--- config.mk ---
export PLATFORM = sky130hd
export DESIGN_NAME = icache_ctrl
export DESIGN_NICKNAME = d
export VERILOG_FILES = /design/src/rtl/icache_pkg.sv /design/src/rtl/ic_tag_store.sv /design/src/rtl/ic_data_store.sv /design/src/rtl/ic_miss_fsm.sv /design/src/rtl/icache_ctrl.sv
export SDC_FILE = /design/constraint.sdc
export NUM_CORES = 2
export LEC_CHECK = 0
export CAP_MARGIN = 15
export CORE_ASPECT_RATIO = 0.75
export CORE_MARGIN = 3
export CORE_UTILIZATION = 55
export CTS_BUF_LIST = sky130_fd_sc_hd__clkbuf_8
export DETAILED_ROUTE_END_ITERATION = 10
export PLACE_DENSITY = 0.75
export SETUP_SLACK_MARGIN = 0.15
export SYNTH_ARGS = -nofsm -noshare
export SYNTH_HDL_FRONTEND = slang
export SYNTH_HIERARCHICAL = 1
export SYNTH_SLANG_ARGS = --single-unit
--- constraint.sdc ---
create_clock -name clk -period 3.8 [get_ports clk]
set_input_delay 0.57 -clock clk [delete_from_list [all_inputs] [get_ports clk]]
set_output_delay 0.57 -clock clk [all_outputs]
set_load 0.01 [all_outputs]
--- src/rtl/icache_pkg.sv ---
package icache_pkg;
    localparam int LWORD_W = 32;
    localparam int HALF_W  = LWORD_W / 2;

    typedef enum logic [1:0] {
        ST_IDLE,
        ST_LOOKUP,
        ST_FETCH,
        ST_FILL
    } ic_state_e;
endpackage

--- src/rtl/ic_tag_store.sv ---
module ic_tag_store #(
    parameter int LINES = 16,
    parameter int WORDS = 4,
    parameter int TAG_W = 25,
    localparam int IDX_W = $clog2(LINES),
    localparam int WSEL_W = $clog2(WORDS)
) (
    input  logic              clk,
    input  logic              rst_n,
    input  logic              inv_all,
    input  logic [IDX_W-1:0]  rd_idx,
    output logic [TAG_W-1:0]  rd_tag,
    output logic [WORDS-1:0]  rd_vld,
    input  logic              alloc_en,
    input  logic [IDX_W-1:0]  alloc_idx,
    input  logic [TAG_W-1:0]  alloc_tag,
    input  logic              set_en,
    input  logic [IDX_W-1:0]  set_idx,
    input  logic [WSEL_W-1:0] set_word
);
    logic [TAG_W-1:0] tag_q [LINES];
    logic [WORDS-1:0] vld_q [LINES];
    logic [WORDS-1:0] set_mask;
    logic             any_vld;

    assign set_mask = WORDS'(1) << set_word;
    assign rd_tag   = tag_q[rd_idx];
    assign rd_vld   = vld_q[rd_idx];

    always_ff @(posedge clk or negedge rst_n) begin
        if (!rst_n) begin
            for (int l = 0; l < LINES; l++) begin
                tag_q[l] <= '0;
                vld_q[l] <= '0;
            end
        end else begin
            for (int l = 0; l < LINES; l++) begin
                if (inv_all) begin
                    vld_q[l] <= '0;
                end else if (alloc_en && alloc_idx == IDX_W'(l)) begin
                    tag_q[l] <= alloc_tag;
                    vld_q[l] <= (set_en && set_idx == IDX_W'(l)) ? set_mask : '0;
                end else if (set_en && set_idx == IDX_W'(l)) begin
                    vld_q[l] <= vld_q[l] | set_mask;
                end
            end
        end
    end

    always_comb begin
        any_vld = 1'b0;
        for (int l = 0; l < LINES; l++) any_vld = any_vld | (|vld_q[l]);
    end

    logic [IDX_W-1:0] chk_idx_q;
    always_ff @(posedge clk or negedge rst_n) begin
        if (!rst_n) chk_idx_q <= '0;
        else        chk_idx_q <= alloc_idx;
    end

    AST_INV_CLEARS: assert property (@(posedge clk) disable iff (!rst_n)
        inv_all |=> !any_vld);
    AST_ALLOC_SINGLE: assert property (@(posedge clk) disable iff (!rst_n)
        alloc_en && !inv_all |=> $countones(vld_q[chk_idx_q]) <= 1);
endmodule

--- src/rtl/ic_data_store.sv ---
module ic_data_store #(
    parameter int LINES = 16,
    parameter int WORDS = 4,
    parameter int DATA_W = 32,
    localparam int IDX_W = $clog2(LINES),
    localparam int WSEL_W = $clog2(WORDS)
) (
    input  logic              clk,
    input  logic              wr_en,
    input  logic [IDX_W-1:0]  wr_idx,
    input  logic [WSEL_W-1:0] wr_word,
    input  logic [DATA_W-1:0] wr_data,
    input  logic [IDX_W-1:0]  rd_idx,
    input  logic [WSEL_W-1:0] rd_word,
    output logic [DATA_W-1:0] rd_data
);
    logic [DATA_W-1:0] mem_q [LINES][WORDS];

    always_ff @(posedge clk) begin
        if (wr_en) mem_q[wr_idx][wr_word] <= wr_data;
    end

    assign rd_data = mem_q[rd_idx][rd_word];
endmodule

--- src/rtl/ic_miss_fsm.sv ---
module ic_miss_fsm
    import icache_pkg::*;
#(
    parameter int ADDR_W = 32,
    parameter int LINES = 16,
    parameter int WORDS = 4,
    localparam int IDX_W = $clog2(LINES),
    localparam int WSEL_W = $clog2(WORDS),
    localparam int IDX_LO = 2 + WSEL_W,
    localparam int TAG_LO = IDX_LO + IDX_W,
    localparam int TAG_W = ADDR_W - TAG_LO + 1
) (
    input  logic               clk,
    input  logic               rst_n,
    input  logic               req_valid,
    output logic               req_ready,
    input  logic [ADDR_W-1:0]  req_addr,
    input  logic               req_super,
    input  logic               req_cachable,
    input  logic               req_burst_ok,
    output logic               rsp_valid,
    output logic [HALF_W-1:0]  rsp_data,
    output logic               bus_req,
    output logic               bus_burst,
    output logic [ADDR_W-1:0]  bus_addr,
    input  logic               bus_ack,
    input  logic [LWORD_W-1:0] bus_rdata,
    output logic [IDX_W-1:0]   lk_idx,
    output logic [WSEL_W-1:0]  lk_word,
    input  logic [TAG_W-1:0]   lk_tag,
    input  logic [WORDS-1:0]   lk_vld,
    input  logic [LWORD_W-1:0] lk_data,
    output logic               alloc_en,
    output logic [TAG_W-1:0]   alloc_tag,
    output logic               set_en,
    output logic [WSEL_W-1:0]  fill_word,
    output logic               wr_en
);
    ic_state_e         state_q, state_d;
    logic [ADDR_W-1:0] rq_addr_q;
    logic              rq_super_q, rq_cach_q, rq_bok_q;
    logic [WSEL_W-1:0] beat_q;
    logic              do_burst_q, do_alloc_q;
    logic              tag_match, line_partial, lk_hit;

    function automatic logic [HALF_W-1:0] pick_half(input logic [LWORD_W-1:0] w, input logic sel);
        return sel ? w[HALF_W-1:0] : w[LWORD_W-1:HALF_W];
    endfunction

    assign lk_idx       = rq_addr_q[IDX_LO +: IDX_W];
    assign lk_word      = rq_addr_q[2 +: WSEL_W];
    assign alloc_tag    = {rq_super_q, rq_addr_q[ADDR_W-1:TAG_LO]};
    assign tag_match    = (lk_tag == alloc_tag);
    assign line_partial = tag_match && (|lk_vld);
    assign lk_hit       = tag_match && lk_vld[lk_word];
    assign fill_word    = lk_word + beat_q;
    assign bus_addr     = {rq_addr_q[ADDR_W-1:2], 2'b00};

    // State and datapath register process
    always_ff @(posedge clk or negedge rst_n) begin
        if (!rst_n) begin
            state_q    <= ST_IDLE;
            rq_addr_q  <= '0;
            rq_super_q <= 1'b0;
            rq_cach_q  <= 1'b0;
            rq_bok_q   <= 1'b0;
            beat_q     <= '0;
            do_burst_q <= 1'b0;
            do_alloc_q <= 1'b0;
        end else begin
            state_q <= state_d;
            if (state_q == ST_IDLE && req_valid) begin
                rq_addr_q  <= req_addr;
                rq_super_q <= req_super;
                rq_cach_q  <= req_cachable;
                rq_bok_q   <= req_burst_ok;
                beat_q     <= '0;
            end
            if (state_q == ST_LOOKUP) begin
                do_burst_q <= rq_cach_q && rq_bok_q && !line_partial;
                do_alloc_q <= rq_cach_q && !line_partial;
            end
            if ((state_q == ST_FETCH || state_q == ST_FILL) && bus_ack) begin
                beat_q <= beat_q + WSEL_W'(1);
            end
        end
    end

    // Output and next-state process
    always_comb begin
        state_d   = state_q;
        req_ready = 1'b0;
        bus_req   = 1'b0;
        rsp_valid = 1'b0;
        rsp_data  = '0;
        alloc_en  = 1'b0;
        set_en    = 1'b0;
        wr_en     = 1'b0;
        unique case (state_q)
            ST_IDLE: begin
                req_ready = 1'b1;
                if (req_valid) state_d = ST_LOOKUP;
            end
            ST_LOOKUP: begin
                if (lk_hit) begin
                    rsp_valid = 1'b1;
                    rsp_data  = pick_half(lk_data, rq_addr_q[1]);
                    state_d   = ST_IDLE;
                end else begin
                    state_d = ST_FETCH;
                end
            end
            ST_FETCH: begin
                bus_req = 1'b1;
                if (bus_ack) begin
                    rsp_valid = 1'b1;
                    rsp_data  = pick_half(bus_rdata, rq_addr_q[1]);
                    wr_en     = rq_cach_q;
                    set_en    = rq_cach_q;
                    alloc_en  = do_alloc_q;
                    state_d   = do_burst_q ? ST_FILL : ST_IDLE;
                end
            end
            ST_FILL: begin
                bus_req = 1'b1;
                if (bus_ack) begin
                    wr_en  = 1'b1;
                    set_en = 1'b1;
                    if (beat_q == WSEL_W'(WORDS - 1)) state_d = ST_IDLE;
                end
            end
            default: state_d = ST_IDLE;
        endcase
    end

    assign bus_burst = bus_req && do_burst_q;

    AST_BUS_ADDR_STABLE: assert property (@(posedge clk) disable iff (!rst_n)
        bus_req && $past(bus_req) |-> $stable(bus_addr));
    AST_UNCACH_NO_BURST: assert property (@(posedge clk) disable iff (!rst_n)
        bus_req && !rq_cach_q |-> !bus_burst);
    AST_BUSY_NOT_READY: assert property (@(posedge clk) disable iff (!rst_n)
        bus_req |-> !req_ready);
    AST_ONE_RSP_PULSE: assert property (@(posedge clk) disable iff (!rst_n)
        rsp_valid |=> !rsp_valid);
    AST_NOBURST_NO_OK: assert property (@(posedge clk) disable iff (!rst_n)
        bus_req && !rq_bok_q |-> !bus_burst);
endmodule

--- src/rtl/icache_ctrl.sv ---
module icache_ctrl
    import icache_pkg::*;
#(
    parameter int ADDR_W = 32,
    parameter int LINES = 16,
    parameter int WORDS = 4,
    localparam int IDX_W = $clog2(LINES),
    localparam int WSEL_W = $clog2(WORDS),
    localparam int TAG_W = ADDR_W - (2 + WSEL_W + IDX_W) + 1
) (
    input  logic               clk,
    input  logic               rst_n,
    input  logic               inv_all,
    input  logic               req_valid,
    output logic               req_ready,
    input  logic [ADDR_W-1:0]  req_addr,
    input  logic               req_super,
    input  logic               req_cachable,
    input  logic               req_burst_ok,
    output logic               rsp_valid,
    output logic [HALF_W-1:0]  rsp_data,
    output logic               bus_req,
    output logic               bus_burst,
    output logic [ADDR_W-1:0]  bus_addr,
    input  logic               bus_ack,
    input  logic [LWORD_W-1:0] bus_rdata
);
    logic [IDX_W-1:0]   lk_idx;
    logic [WSEL_W-1:0]  lk_word, fill_word;
    logic [TAG_W-1:0]   lk_tag, alloc_tag;
    logic [WORDS-1:0]   lk_vld;
    logic [LWORD_W-1:0] lk_data;
    logic               alloc_en, set_en, wr_en;

    ic_miss_fsm #(.ADDR_W(ADDR_W), .LINES(LINES), .WORDS(WORDS)) u_fsm (
        .clk(clk), .rst_n(rst_n),
        .req_valid(req_valid), .req_ready(req_ready), .req_addr(req_addr),
        .req_super(req_super), .req_cachable(req_cachable), .req_burst_ok(req_burst_ok),
        .rsp_valid(rsp_valid), .rsp_data(rsp_data),
        .bus_req(bus_req), .bus_burst(bus_burst), .bus_addr(bus_addr),
        .bus_ack(bus_ack), .bus_rdata(bus_rdata),
        .lk_idx(lk_idx), .lk_word(lk_word), .lk_tag(lk_tag), .lk_vld(lk_vld),
        .lk_data(lk_data), .alloc_en(alloc_en), .alloc_tag(alloc_tag),
        .set_en(set_en), .fill_word(fill_word), .wr_en(wr_en)
    );

    ic_tag_store #(.LINES(LINES), .WORDS(WORDS), .TAG_W(TAG_W)) u_tags (
        .clk(clk), .rst_n(rst_n), .inv_all(inv_all),
        .rd_idx(lk_idx), .rd_tag(lk_tag), .rd_vld(lk_vld),
        .alloc_en(alloc_en), .alloc_idx(lk_idx), .alloc_tag(alloc_tag),
        .set_en(set_en), .set_idx(lk_idx), .set_word(fill_word)
    );

    ic_data_store #(.LINES(LINES), .WORDS(WORDS), .DATA_W(LWORD_W)) u_data (
        .clk(clk), .wr_en(wr_en), .wr_idx(lk_idx), .wr_word(fill_word),
        .wr_data(bus_rdata), .rd_idx(lk_idx), .rd_word(lk_word), .rd_data(lk_data)
    );
endmodule

After elaboration in Yosys (flattened, before gate mapping)
Memories as Yosys holds them, arrays and structs flattened.
Index checks and enable logic that the tools add are counted.
W data, S select, Z words.
{ "word_totals": {"reg_bits": 505, "mem_count": 1, "input_bits": 72, "word_cells": 276, "out_inout_bits": 52, "ramBits": 2048} }
{ "memory_table": {"columns": ["memory", "words", "word_bits", "rd", "rd_ports_with_merged_regs", "write_ports", "line", "text"], "rows": [
  ["u_data.mem_q", 16, 128, 1, 0, 1, "ic_data_store.sv:17", "logic [DATA_W-1:0] mem_q [LINES][WORDS];"]
]} }
{ "classes": {"muxes": 102, "n_shift": 1, "eq_ne": 24, "n_lt_le_gt_ge": 5, "n_addsub": 2, "reduce_logical": 81, "n_bitwise": 20} }
{ "ops": {"columns": ["operator", "n"], "rows": [
  ["$mux W4", 66],
  ["$mux W128", 1],
  ["$bmux W25 S4", 1],
  ["$mux W32", 3],
  ["$bmux W32 S2", 1],
  ["$demux W32 S2", 1],
  ["$mux W16", 4],
  ["$or A4 B4 Y4", 16],
  ["$mux W25", 2],
  ["$reduce_bool A3 Y1", 16],
  ["$logic_and A1 B1 Y1", 41],
  ["$eq A4 B4 Y1 const B", 8],
  ["$pmux W16 S2", 1],
  ["$reduce_and A2 Y1", 16],
  ["$eq A25 B25 Y1", 1],
  ["$bmux W4 S4", 1],
  ["$eq A4 B3 Y1 const B", 4],
  ["$mux W2", 8],
  ["$mux W1", 9],
  ["$eq A4 B2 Y1 const B", 2],
  ["$ne A2 B2 Y1 const B", 4],
  ["$pmux W2 S4", 1],
  ["$eq A2 B2 Y1 const B", 3],
  ["$ge A3 B3 Y1 const B", 2],
  ["21 further kinds", 23]
]} }

Logic depth before layout (Yosys ltp)
{ "logic_depth": {"ltp_word": 9, "depth_mapped": 13, "mapped_depth_nobuf": 8} }

Hierarchy
Netlist, hierarchy kept.
{ "modules_own_cells": {"columns": ["mod", "cells_per_inst", "instances", "area_each_um2", "seq_area_each_um2"], "rows": [
  ["ic_data_store", 3348, 1, 77635.7, 61499.0],
  ["ic_tag_store", 1318, 1, 20985.1, 11611.1],
  ["ic_miss_fsm", 300, 1, 3090.5, 1001.0]
]} }

Least setup slack after synthesis
OpenSTA, ideal clock, no wires.
{ "synth_path": {"kind": "reg-to-reg", "start": "reg u_fsm.state_q[0]", "end": "mem u_data/mem_q[11][100] (netlist bit), enable pin", "path_stages_with_launch": 10, "t_required_ns": 3.379, "arrival_ns": 3.284, "synth_period_minus_slack_ns": 3.705, "slack_ns": 0.095, "n_path_buf": 3, "setup_time_ns": 0.421, "path_cell_list": "dfrtp_1 > inv_1 > ha_1 > a21oi_1 > nor2b_1 > buf_4 > or3b_2 > clkbuf_1 > clkbuf_1 > nor2_1"} }
{ "synth_between": {"elab_chain_cells": 4, "elab_cells_between_ends": 5, "classes_between": "2 x eq/ne; 3 x mux"} }
{ "synth_lines": {"columns": ["item", "line", "text"], "rows": [
  ["start: declaration", "ic_miss_fsm.sv:39", "ic_state_e state_q, state_d;"],
  ["start signal: assignment", "ic_miss_fsm.sv:71", "state_q <= state_d;"],
  ["$eq A2 B2 Y1", null, null],
  ["$pmux W1 S2 *", null, null],
  ["named net set_en", "icache_ctrl.sv:33", "logic alloc_en, set_en, wr_en;"],
  ["$mux W1 *", "ic_data_store.sv:20", "if (wr_en) mem_q[wr_idx][wr_word] <= wr_data;"],
  ["$mux W128 (implied by the code) *", "ic_data_store.sv:20", null],
  ["end: declaration", "ic_data_store.sv:17", null]
]} }
The timed path passes the listed nets; every way through them passes the cells marked *.

Final worst setup path
{ "layout_path": {"start": "reg u_fsm.rq_addr_q[4]", "end": "out rsp_data[10]"} }
{ "layout_between": {"elab_cells_between_ends": 18, "classes_between": "1 x eq/ne; 14 x mux; 1 x bitwise; 1 x reduce/logical; 1 x memory"} }
{ "layout_lines": {"columns": ["item", "line", "text"], "rows": [
  ["start: declaration", "ic_miss_fsm.sv:40", "logic [ADDR_W-1:0] rq_addr_q;"],
  ["start signal: assignment", "ic_miss_fsm.sv:73", "rq_addr_q <= req_addr;"],
  ["$not A4 Y5 (implied by the code)", "ic_tag_store.sv:27", "assign rd_tag = tag_q[rd_idx];"],
  ["$bmux W25 S4", "ic_tag_store.sv:27", null],
  ["$mux W25 (implied by the code) (2 in series)", "ic_tag_store.sv:27", null],
  ["named net lk_tag[4]", "icache_ctrl.sv:30", "logic [TAG_W-1:0] lk_tag, alloc_tag;"],
  ["$eq A25 B25 Y1", "ic_miss_fsm.sv:53", "assign tag_match = (lk_tag == alloc_tag);"],
  ["$logic_and A1 B1 Y1", "ic_miss_fsm.sv:55", "assign lk_hit = tag_match && lk_vld[lk_word];"],
  ["$mux W16", "ic_miss_fsm.sv:105", "if (lk_hit) begin"],
  ["$pmux W16 S2", "ic_miss_fsm.sv:99", "unique case (state_q)"],
  ["end: declaration", "icache_ctrl.sv:21", "output logic [HALF_W-1:0] rsp_data,"]
]} }
The timed path passes the listed nets, and every way through them passes these cells. The select of a mux whose other input is x is not followed.

==> results.yml <==
run_status:
  status: "finished, violations left"
  failed_checks: "negative setup slack"
critical_path:
  cp_max_fo: 8
  timing.reg2reg.setup_slack_ns: 0.37
  worst_ep_required_time_ns: 3.23
  setup.worst_path.class: "reg2out"
  r2r_end: "u_fsm/state_q[1]$_DFFE_PN0P_"
  endpoint_kind: "output port"
  rr_startpoint: "u_fsm/rq_addr_q[4]$_DFFE_PN0P_"
  crit_path_start_kind: "flop"
  worst-r2r-cell-count: 14
  worstPathArrival_ns: 4.31
route:
  drc_errors: 0
  wl_per_cell_um: 32.2
  drt-total-wl_um: 269000
  drtPass1Iterations: 6
  routed-via-count: 54800
  drt.antenna.violating_nets: 0
  first_iter_violations: 7516
  viasPerCell: 6.56
yosys:
  synth_top_cell_area_share_pct: 60.5
  synth_ff_type: "sky130_fd_sc_hd__edfxtp_1"
  synth.ff_latch_count: 2552
  synth_async_sr_flop_share_pct: 19.7
  synth_largest_area_cell: "sky130_fd_sc_hd__edfxtp_1"
  number_of_instances_in_the_synthesized_netlist: 4966
  yosys-top-cells-area: "sky130_fd_sc_hd__edfxtp_1 (60%), sky130_fd_sc_hd__mux4_2 (14%), sky130_fd_sc_hd__dfrtp_1 (12%), sky130_fd_sc_hd__mux2_2 (5.1%), sky130_fd_sc_hd__a22oi_1 (1.3%)"
  synth.avg_cell_area_um2: 20.5
  number_of_synthesized_flops_with_an_enable_pin: 2048
  synthesis.yosys.warnings: 6
  synth.lib_cells_used.distinct: 63
  synth_seq_area_share_pct: 72.9
  synth.cell_area_um2: 102000
cts:
  total_cts_buffers: 381
  cts_tree: "done"
  path_clk_slew_ns: 0.06
  clockRootBuffer: "sky130_fd_sc_hd__clkbuf_8"
  clock_insertion_delay_worst_skew_ns: 1.11
  cts.htree.levels: 5
  clock_path_buffers: 4
  cts_sinks: 2552
sta:
  final_period_minus_worst_setup_slack_ns: 4.88
  worstMarginPinSlew_ns: 1.17
  clock_skew_ns: 0.108
  setup_tns_ns: -17.49
  smallest_setup_slack_after_layout_ns: -1.08
  final_hold_viol_count: 0
  max-slew-margin-rel_pct: 21.6
  min_period_over_period_pct: 128
  setup_viol: 17
  hold_slack_ns: 0.124
  max_clock_freq_mhz: 205
  report.final.slew_viol_count: 0
  grt_setup_unrepaired: "true"
power_and_ir_drop:
  irDropWorstVdd_v: 0.000503
  clock_power_share_pct: 25.3
  net-switching-power_mw: 27.0
  seqPwrFrac_pct: 39.0
  power.density_nw_per_um2: 700
  power.share.combinational_pct: 35.6
  cellInternalPower_mw: 55.4
  switching_share_pct: 32.8
  report.power.total_mw: 82.4
  p_leak_nw: 42.2
global_route:
  grt.busiest_layer: "met1"
  groute.layer.met3.usage_pct: 9.56
  grt-ovfl-total: 0
  number_of_antenna_violations_at_the_first_check_in_global_routing: 10
  number_of_global_route_vias_before_repair: 55300
  grt_use_total_pct: 28.6
  global_route_met1_usage_pct: 42.2
  wire_length_of_the_first_global_routing_pass_um: 390000
  met2_usage_pct: 41.2
  grt_start_max_net_pins: 86
die:
  boundaryPins: 124
  fp.dieArea_um2: 190000
  coreArea_um2: 184000
  die_w_um: 503
  floorplan.rows: 136
  chipHeight_um: 378
  effective_utilization_at_floorplan_pct: 55.4
placement:
  dp_worst_setup_slack_ns: -0.750
  placement.io_buffers: 120
  area_after_dpl_um2: 110000
  gpl.final_weighted_congestion: 0.863
  hpwlAfterDp_um: 159000
  placed_cells: 7651
finish:
  nNetsFinal: 5730
  layoutNonFillerInstCount: 8359
  final_util_pct: 64.2
  areaGrowthSynthToFinish_pct: 15.8
  layout-drive-gt1-share_pct: 39.3
  final_design_area_no_fill_um2: 118000
job:
  max-cap-violations: 0
hold_path:
  kind_of_path_behind_the_tightest_hold_check: "in2async"
[area by class of cell]
class,instances,area (um2)
Sequential cell,2552,74100
Timing Repair Buffer,671,7210
Inverter,7,26.3
Multi-Input combinational cell,2039,26400
Clock buffer,416,5730
Clock inverter,247,1250
Tap cell,2415,3020
Antenna cell,12,30.0
Fill cell,11800,65800
[cells in the mapped netlist (27+ instances only)]
cell                       number
sky130_fd_sc_hd__nor2_1       142
sky130_fd_sc_hd__o22ai_1       91
sky130_fd_sc_hd__dfrtp_1      504
sky130_fd_sc_hd__a22o_1        64
sky130_fd_sc_hd__edfxtp_1    2048
sky130_fd_sc_hd__buf_1         27
sky130_fd_sc_hd__mux2_2       462
sky130_fd_sc_hd__o221ai_1      27
sky130_fd_sc_hd__a22oi_1      175
sky130_fd_sc_hd__a21oi_1       69
sky130_fd_sc_hd__clkbuf_1     132
sky130_fd_sc_hd__buf_2         87
sky130_fd_sc_hd__nand2_1      120
sky130_fd_sc_hd__mux2i_1       64
sky130_fd_sc_hd__mux4_2       629
sky130_fd_sc_hd__buf_4        103
[state kept, by name, summed over array words and instances, names as in the netlist]
| register | flops |
|---|---|
| u_tags/vld_q | 64 |
| u_fsm/do_alloc_q | 1 |
| u_fsm/rq_cach_q | 1 |
| u_data/mem_q | 2048 |
| u_fsm/state_q | 2 |
| u_tags/tag_q | 400 |
| u_fsm/rq_addr_q | 31 |
| u_fsm/rq_bok_q | 1 |
| u_fsm/do_burst_q | 1 |
| u_fsm/rq_super_q | 1 |
| u_fsm/beat_q | 2 |
[cells by family (layout without fill, tap and decap cells)]
kind of cell               after synthesis  in the layout  synth area share [%]
adders and majority gates                6              6                0.0738
AOI/OAI and AO/OA                      455            455                  3.18
DFF                                   2552           2552                  72.9
other                                    1             14               0.00369
and+or+nand+nor                        386            386                  1.84
buffers and inverters                  376           1341                  2.04
xor gates and xnor gates                27             27                 0.233
muxes                                 1163           1163                  19.8
[worst max-delay path by stage]
stage / startpoint / endpoint / slack (ns) / cells after the start
6_report: u_fsm/rq_addr_q[4]$_DFFE_PN0P_ / rsp_data[10] / -1.08 / 15
5_1_grt: u_fsm/rq_addr_q[4]$_DFFE_PN0P_ / rsp_data[9] / -1.31 / 15
4_1_cts: u_fsm/rq_addr_q[4]$_DFFE_PN0P_ / rsp_data[10] / -1.14 / 15
3_5_place_dp: u_fsm/rq_addr_q[4]$_DFFE_PN0P_ / rsp_data[15] / -0.75 / 12
3_3_place_gp: u_fsm/rq_addr_q[4]$_DFFE_PN0P_ / rsp_data[15] / -0.68 / 12
2_1_floorplan: u_fsm/state_q[0]$_DFFE_PN0P_ / u_data/mem_q[11][100]$_DFFE_PP_ / 0.09 / 9
[cells in the final DEF, fill, tap and decap left out, types with 14 or more instances in the layout]
master / count
sky130_fd_sc_hd__clkinv_1: 79
sky130_fd_sc_hd__edfxtp_1: 2048
sky130_fd_sc_hd__nand3_1: 14
sky130_fd_sc_hd__a22o_1: 64
sky130_fd_sc_hd__nor2_4: 67
sky130_fd_sc_hd__clkbuf_8: 416
sky130_fd_sc_hd__o21ai_2: 14
sky130_fd_sc_hd__nor2_1: 76
sky130_fd_sc_hd__clkdlybuf4s50_1: 70
sky130_fd_sc_hd__clkinv_2: 39
sky130_fd_sc_hd__nand2_1: 115
sky130_fd_sc_hd__mux2i_1: 55
sky130_fd_sc_hd__buf_2: 49
sky130_fd_sc_hd__mux2_2: 462
sky130_fd_sc_hd__a21oi_1: 69
sky130_fd_sc_hd__inv_1: 123
sky130_fd_sc_hd__o221ai_1: 27
sky130_fd_sc_hd__dfrtp_1: 498
sky130_fd_sc_hd__buf_12: 131
sky130_fd_sc_hd__nand2_2: 14
sky130_fd_sc_hd__buf_4: 386
sky130_fd_sc_hd__o22ai_1: 86
sky130_fd_sc_hd__xnor2_1: 15
sky130_fd_sc_hd__mux4_2: 629
sky130_fd_sc_hd__a22oi_1: 163
[worst max-delay path, stage by stage (launching register included)]
cell	delay, ns
sky130_fd_sc_hd__dfrtp_4	0.50
sky130_fd_sc_hd__buf_12	0.16
sky130_fd_sc_hd__buf_16	0.15
sky130_fd_sc_hd__buf_4	0.14
sky130_fd_sc_hd__mux4_2	0.41
sky130_fd_sc_hd__a22oi_1	0.19
sky130_fd_sc_hd__nand2_1	0.12
sky130_fd_sc_hd__xnor2_2	0.19
sky130_fd_sc_hd__nand4_1	0.12
sky130_fd_sc_hd__buf_4	0.17
sky130_fd_sc_hd__nor4_4	0.34
sky130_fd_sc_hd__nand4_4	0.14
sky130_fd_sc_hd__buf_12	0.17
sky130_fd_sc_hd__buf_12	0.16
sky130_fd_sc_hd__o21ai_2	0.13
sky130_fd_sc_hd__buf_2	0.16
[layer usage]
metal  up-vias  routed length, um
met5         -                 27
met4         4               7270
met3       503              38700
met2      3726             120000
met1     28800             103000
li1      21800                  -
[what timing repair did]
item	in CTS	in global routing
gates resized for setup	140	26
pin swaps	20	16
endpoints found under the setup margin	17	17
endpoints found under the hold margin	76	0
buffers inserted	19	4
hold buffers	3	0
cloned	7	0
[power groups by stage]
| stage | registers, mW | logic [mW] | clock network (mW) |
|---|---|---|---|
| after floorplan | 32.3 | 15.9 | 0 |
| after global placement | 32.7 | 27.2 | 0 |
| after detailed placement | 32.7 | 27.6 | 0 |
| after CTS | 32.1 | 28.9 | 21.2 |
| after global routing | 32.3 | 30.6 | 22.4 |
| final | 32.2 | 29.4 | 20.9 |
Note: power is estimated with default switching activity, not from simulation.
